[config.mk]
export PLATFORM = sky130hd
export DESIGN_NAME = result_lamp_ctrl
export DESIGN_NICKNAME = d
export VERILOG_FILES = /design/src/rtl/result_lamp_pkg.sv /design/src/rtl/lamp_blink_div.sv /design/src/rtl/lamp_verdict_reg.sv /design/src/rtl/result_lamp_ctrl.sv
export SDC_FILE = /design/constraint.sdc
export NUM_CORES = 1
export LEC_CHECK = 0
export ABC_AREA = 1
export BUFFER_PORTS_ARGS = -buffer_cell sky130_fd_sc_hd__buf_2
export CORE_UTILIZATION = 30
export DETAILED_ROUTE_END_ITERATION = 6
export GPL_ROUTABILITY_DRIVEN = 0
export PLACE_DENSITY_LB_ADDON = 0.08
export SLEW_MARGIN = 0
export SYNTH_ARGS = -nofsm -noshare
export SYNTH_HDL_FRONTEND = slang
export SYNTH_SLANG_ARGS = --single-unit
export TNS_END_PERCENT = 50
[constraint.sdc]
create_clock -name clk -period 2.14 [get_ports clk]
set_clock_uncertainty 0.15 [all_clocks]
set_input_delay 0.107 -clock clk [delete_from_list [all_inputs] [get_ports clk]]
set_output_delay 0.107 -clock clk [all_outputs]
set_load 0.05 [all_outputs]
[src/rtl/result_lamp_pkg.sv]
package result_lamp_pkg;

  typedef enum logic [1:0] {
    LAMP_OFF   = 2'd0,
    LAMP_PASS  = 2'd1,
    LAMP_FAIL  = 2'd2,
    LAMP_BLINK = 2'd3
  } lamp_e;

endpackage

[src/rtl/lamp_blink_div.sv]
module lamp_blink_div #(
  parameter int HALF_CYC = 250000
) (
  input  logic clk,
  input  logic rst_n,
  input  logic run,
  input  logic restart,
  output logic phase_on
);
  localparam int CW = (HALF_CYC > 1) ? $clog2(HALF_CYC) : 1;
  localparam logic [CW-1:0] LAST = CW'(HALF_CYC - 1);

  logic [CW-1:0] cnt_q, cnt_d;
  logic          ph_q, ph_d;
  logic          cnt_en;

  assign cnt_en = restart | run;

  always_comb begin
    cnt_d = cnt_q;
    ph_d  = ph_q;
    if (restart) begin
      cnt_d = '0;
      ph_d  = 1'b1;
    end else if (run) begin
      if (cnt_q == LAST) begin
        cnt_d = '0;
        ph_d  = ~ph_q;
      end else begin
        cnt_d = cnt_q + 1'b1;
      end
    end
  end

  always_ff @(posedge clk or negedge rst_n) begin
    if (!rst_n) begin
      cnt_q <= '0;
      ph_q  <= 1'b0;
    end else if (cnt_en) begin
      cnt_q <= cnt_d;
      ph_q  <= ph_d;
    end
  end

  assign phase_on = ph_q;
endmodule

[src/rtl/lamp_verdict_reg.sv]
module lamp_verdict_reg
  import result_lamp_pkg::*;
(
  input  logic  clk,
  input  logic  rst_n,
  input  logic  res_valid,
  input  logic  res_pass,
  input  logic  busy,
  input  logic  clr_req,
  input  logic  blink_mode,
  output lamp_e lamp_q,
  output logic  blink_restart
);
  lamp_e lamp_d;
  logic  accept;
  logic  upd_en;

  assign accept = res_valid & ~busy & ~clr_req;
  assign upd_en = accept | clr_req;

  always_comb begin
    lamp_d = lamp_q;
    if (clr_req)
      lamp_d = LAMP_OFF;
    else if (accept) begin
      if (res_pass)        lamp_d = LAMP_PASS;
      else if (blink_mode) lamp_d = LAMP_BLINK;
      else                 lamp_d = LAMP_FAIL;
    end
  end

  always_ff @(posedge clk or negedge rst_n) begin
    if (!rst_n)
      lamp_q <= LAMP_OFF;
    else if (upd_en)
      lamp_q <= lamp_d;
  end

  assign blink_restart = accept & ~res_pass & blink_mode;
endmodule

[src/rtl/result_lamp_ctrl.sv]
module result_lamp_ctrl
  import result_lamp_pkg::*;
#(
  parameter int HALF_CYC = 250000
) (
  input  logic clk,
  input  logic rst_n,
  input  logic res_valid,
  input  logic res_pass,
  input  logic busy,
  input  logic clr_req,
  input  logic blink_mode,
  output logic pass_drv_n,
  output logic fail_drv_n
);
  lamp_e lamp_q;
  logic  blink_restart;
  logic  blink_run;
  logic  phase_on;

  lamp_verdict_reg u_verdict (
    .clk           (clk),
    .rst_n         (rst_n),
    .res_valid     (res_valid),
    .res_pass      (res_pass),
    .busy          (busy),
    .clr_req       (clr_req),
    .blink_mode    (blink_mode),
    .lamp_q        (lamp_q),
    .blink_restart (blink_restart)
  );

  assign blink_run = (lamp_q == LAMP_BLINK);

  lamp_blink_div #(.HALF_CYC(HALF_CYC)) u_blink (
    .clk      (clk),
    .rst_n    (rst_n),
    .run      (blink_run),
    .restart  (blink_restart),
    .phase_on (phase_on)
  );

  always_comb begin
    pass_drv_n = 1'b1;
    fail_drv_n = 1'b1;
    unique case (lamp_q)
      LAMP_PASS:  pass_drv_n = 1'b0;
      LAMP_FAIL:  fail_drv_n = 1'b0;
      LAMP_BLINK: fail_drv_n = ~phase_on;
      default:    ;
    endcase
  end
endmodule

==> impl_summary.txt <==
----------------------------------------------------
[Outcome]
  Result of the run ... complete, but fails checks
  Failing checks ... DRC

[Cells and area]
  Net count reported at finish ... 219
  Synth-to-Final Area Change ... 10.1%
  Fraction of layout instances using a drive strength above 1 ... 20.0%
  Diode insertion count for antenna repair ... 0
  Filler cell count ... 491
  Final core area utilization ... 35.2%

[Synth]
  Synthesized area ... 1430 um^2
  Number of distinct library cells after synthesis ... 23
  Instance count of the mapped netlist ... 199
  Post-synth net total ... 207
  Post-synthesis sequential area ratio ... 36.8%
  Average size of a mapped cell ... 7.18 um^2
  Yosys warning count ... 0
  FF+latch count, synth ... 21

[Placement]
  Number of I/O port buffers ... 8
  Post-DP HPWL ... 2.66 mm

[Clock tree]
  Clock-pin slew reported for the worst setup and hold paths after clock tree synthesis ... 0.08 ns
  Clock insertion delay at the later pin of the skew report ... 0.26 ns
  Maximum root-to-sink buffer count ... 2
  CTS Sinks ... 21
  Resized Gates After CTS ... 0
  Clock tree root driver cell ... clkbuf_8
  Post-CTS setup-driven buffer insertion count ... 0
  TritonCTS clock tree ... yes
  Clock buffers created by TritonCTS ... 3
  Maximum level of the CTS H-tree ... 1

[Power and ir drop]
  Areal power density over the cells ... 485 nW/um^2
  Seq pwr share ... 56.0%
  Net Sw Frac ... 26.4%
  Proportion of power drawn by combinational gates ... 8.7%
  Internal Pwr Total ... 562 uW
  Net Sw Power ... 202 uW
  Leakage component of the power ... 0.685 nW
  Maximum VDD drop ... 0.319 mV
  Clk pwr share ... 35.3%

[Die]
  Die width ... 71.0 um
  Placement Rows ... 24
  Ports ... 9
  Starting density of the core ... 31.9%
  Die Span Y ... 71.0 um
  Std-Cell Core Area ... 4470 um^2
  Overall die area ... 5040 um^2

[STA]
  Final setup violation count ... 0
  FMAX ... 552 MHz
  Max_slew headroom ... 65.9%
  Hold Vio Cnt, Final ... 0
  Final worst hold slack ... 0.00238 ns
  RSZ-0062 raised after global routing ... false
  Shortest period the worst path allows ... 1.81 ns
  Setup total negative slack ... 0 ns
  Measured slew at the worst slew-check pin ... 0.512 ns
  Final worst path period share ... 84.7%
  Final-report max-slew violation count ... 0

[Worst setup path]
  Nature of the critical path endpoint ... flop
  Critical path fanouts, max ... 7
  Startpoint-to-endpoint class of the critical path ... flop to flop
  Required time of the critical path ... 2.14 ns
  Arrival time at the worst endpoint ... 1.82 ns
  Startpoint type of the worst setup path ... flop

[Route]
  1st-pass router iterations ... 7
  Average wire length per cell after detail routing ... 13.1 um
  Via-to-Cell Ratio ... 4.79
  Detailed-route DRC error count ... 1
  ANT nets after route ... 0
  Routed vias ... 1256
  Number of violations reported at the end of detailed-routing iteration 0 ... 39
  Routed WL ... 3.44 mm

[Global routing]
  Pin count of the biggest net entering global routing ... 22
  Congestion Overflow GR ... 0
  Total global-route track usage ... 15.4%
  Initial antenna violation count ... 0
  Wire length of the first global-routing pass ... 6.06 mm
  Number of global-route vias before repair ... 1239

[Flow run]
  Max Cap Viol ... 0

[Worst hold path]
  Type of the tightest min-delay check ... input port to flop

----------------------------------------------------
cells in the mapped netlist:
cell type / count / area (um^2)
dfrtp_1: 21 / 526
buf_6: 1 / 11.3
o21bai_1: 2 / 15.0
o211ai_1: 1 / 7.51
inv_1: 21 / 78.8
nor2_1: 20 / 75.1
nand2_1: 57 / 214
buf_2: 1 / 5.00
o21ai_1: 3 / 15.0
nor2_2: 7 / 43.8
xor2_1: 4 / 35.0
o21ai_0: 10 / 50.1
nand4_1: 10 / 62.6
nor2_4: 7 / 78.8
nand3_1: 12 / 60.1
inv_2: 3 / 11.3
nand2_2: 12 / 75.1
nand2_4: 1 / 11.3
ha_1: 1 / 12.5
nor3_1: 2 / 10.0
nand3_4: 1 / 17.5
a31oi_1: 1 / 6.26
nand3b_1: 1 / 7.51
placed cells by master (no fill, tap or decap), drive strengths merged:
cell / Yosys / layout
dlygate4sd3: 0 / 1
nor3: 2 / 2
inv: 24 / 24
a31oi: 1 / 1
o211ai: 1 / 1
xor2: 4 / 4
nand2: 70 / 70
o21ai: 13 / 13
o21bai: 2 / 2
nor2: 34 / 34
dfrtp: 21 / 21
clkbuf: 0 / 4
buf: 2 / 8
nand3: 13 / 13
nand4: 10 / 10
nand3b: 1 / 1
ha: 1 / 1
worst max-delay path, cell delays in order (launching register included):
cell	delay, ns
dfrtp_1	0.46
ha_1	0.35
nand3_1	0.12
nor2_1	0.12
nand3_1	0.12
nand2_2	0.12
nand2_2	0.10
inv_2	0.11
nor2_1	0.06
power by group through the flow:
| stage | Combinational, mW | Sequential [mW] | Clock (mW) |
|---|---|---|---|
| after floorplan | 0.0425 | 0.431 | 0 |
| after global placement | 0.0662 | 0.435 | 0 |
| after detailed placement | 0.0672 | 0.435 | 0 |
| after CTS | 0.0687 | 0.427 | 0.281 |
| after global routing | 0.0767 | 0.430 | 0.295 |
| final | 0.0665 | 0.428 | 0.269 |
flip-flops by register name (all words and copies together), names as in the netlist:
signal            count
u_blink.cnt_q        18
u_blink.phase_on      1
u_verdict.lamp_q      2
metal layers:
metal  GRT usage (%)  vias up  part of all wire (%)  wire length [um]
met5               0        -                     0                 0
met4            4.22        0                   1.8                63
met3            3.42        6                   2.8                97
met2            25.1       26                    45              1550
met1            20.7      573                    50              1730
li1                -      651                     -                 -
metrics by stage:
stage / setup slack (ns) / area, um^2 / power, mW / instances
4_1_cts: 0.305 / 1570 / 0.777 / 262
5_1_grt: 0.188 / 1570 / 0.802 / 262
3_5_place_dp: 0.313 / 1520 / 0.502 / 257
2_1_floorplan: 0.408 / 1430 / 0.473 / 199
3_3_place_gp: 0.322 / 1520 / 0.501 / 257
6_report: 0.328 / 1570 / 0.763 / 262
final cells by class:
class	count	area (um^2)	share of cell area [%]
multi-input cells	152	797	50.7
flip-flops and latches	21	526	33.4
inverters	24	90.1	5.73
well taps	52	65.1	4.14
repair buffers	9	50.0	3.18
clock buffers	4	45.0	2.86
repair_timing:
| action | CTS | global route |
|---|---|---|
| endpoints found under the hold margin | 21 | 0 |
| hold buffers | 1 | 0 |
| setup endpoints to repair | 0 | 0 |
cell families (layout without fill, tap and decap cells):
| kind of cell | Yosys count | count (layout) | share of synthesized area (%) |
|---|---|---|---|
| and+or+nand+nor | 130 | 130 | 45.9 |
| buffers and inverters | 26 | 37 | 7.44 |
| DFF | 21 | 21 | 36.8 |
| AOI/OAI and AO/OA | 17 | 17 | 6.57 |
| xor gates and xnor gates | 4 | 4 | 2.45 |
| adders and majority gates | 1 | 1 | 0.876 |
final timing paths:
check | slack, ns | startpoint | to | depth (start not counted)
max in group asynchronous | 1.30 | rst_n | u_blink.cnt_q[10] | 2
min in group asynchronous | 0.19 | rst_n | u_blink.cnt_q[14] | 2
max reg2reg | 0.33 | u_blink.cnt_q[0] | u_blink.cnt_q[2] | 8
max | 0.33 | u_blink.cnt_q[0] | u_blink.cnt_q[2] | 8
min reg2reg | 0.39 | u_blink.phase_on | u_blink.phase_on | 2
min | 0.002 | res_pass | u_verdict.lamp_q[1] | 4
Note: power is estimated with default switching activity, not from simulation.
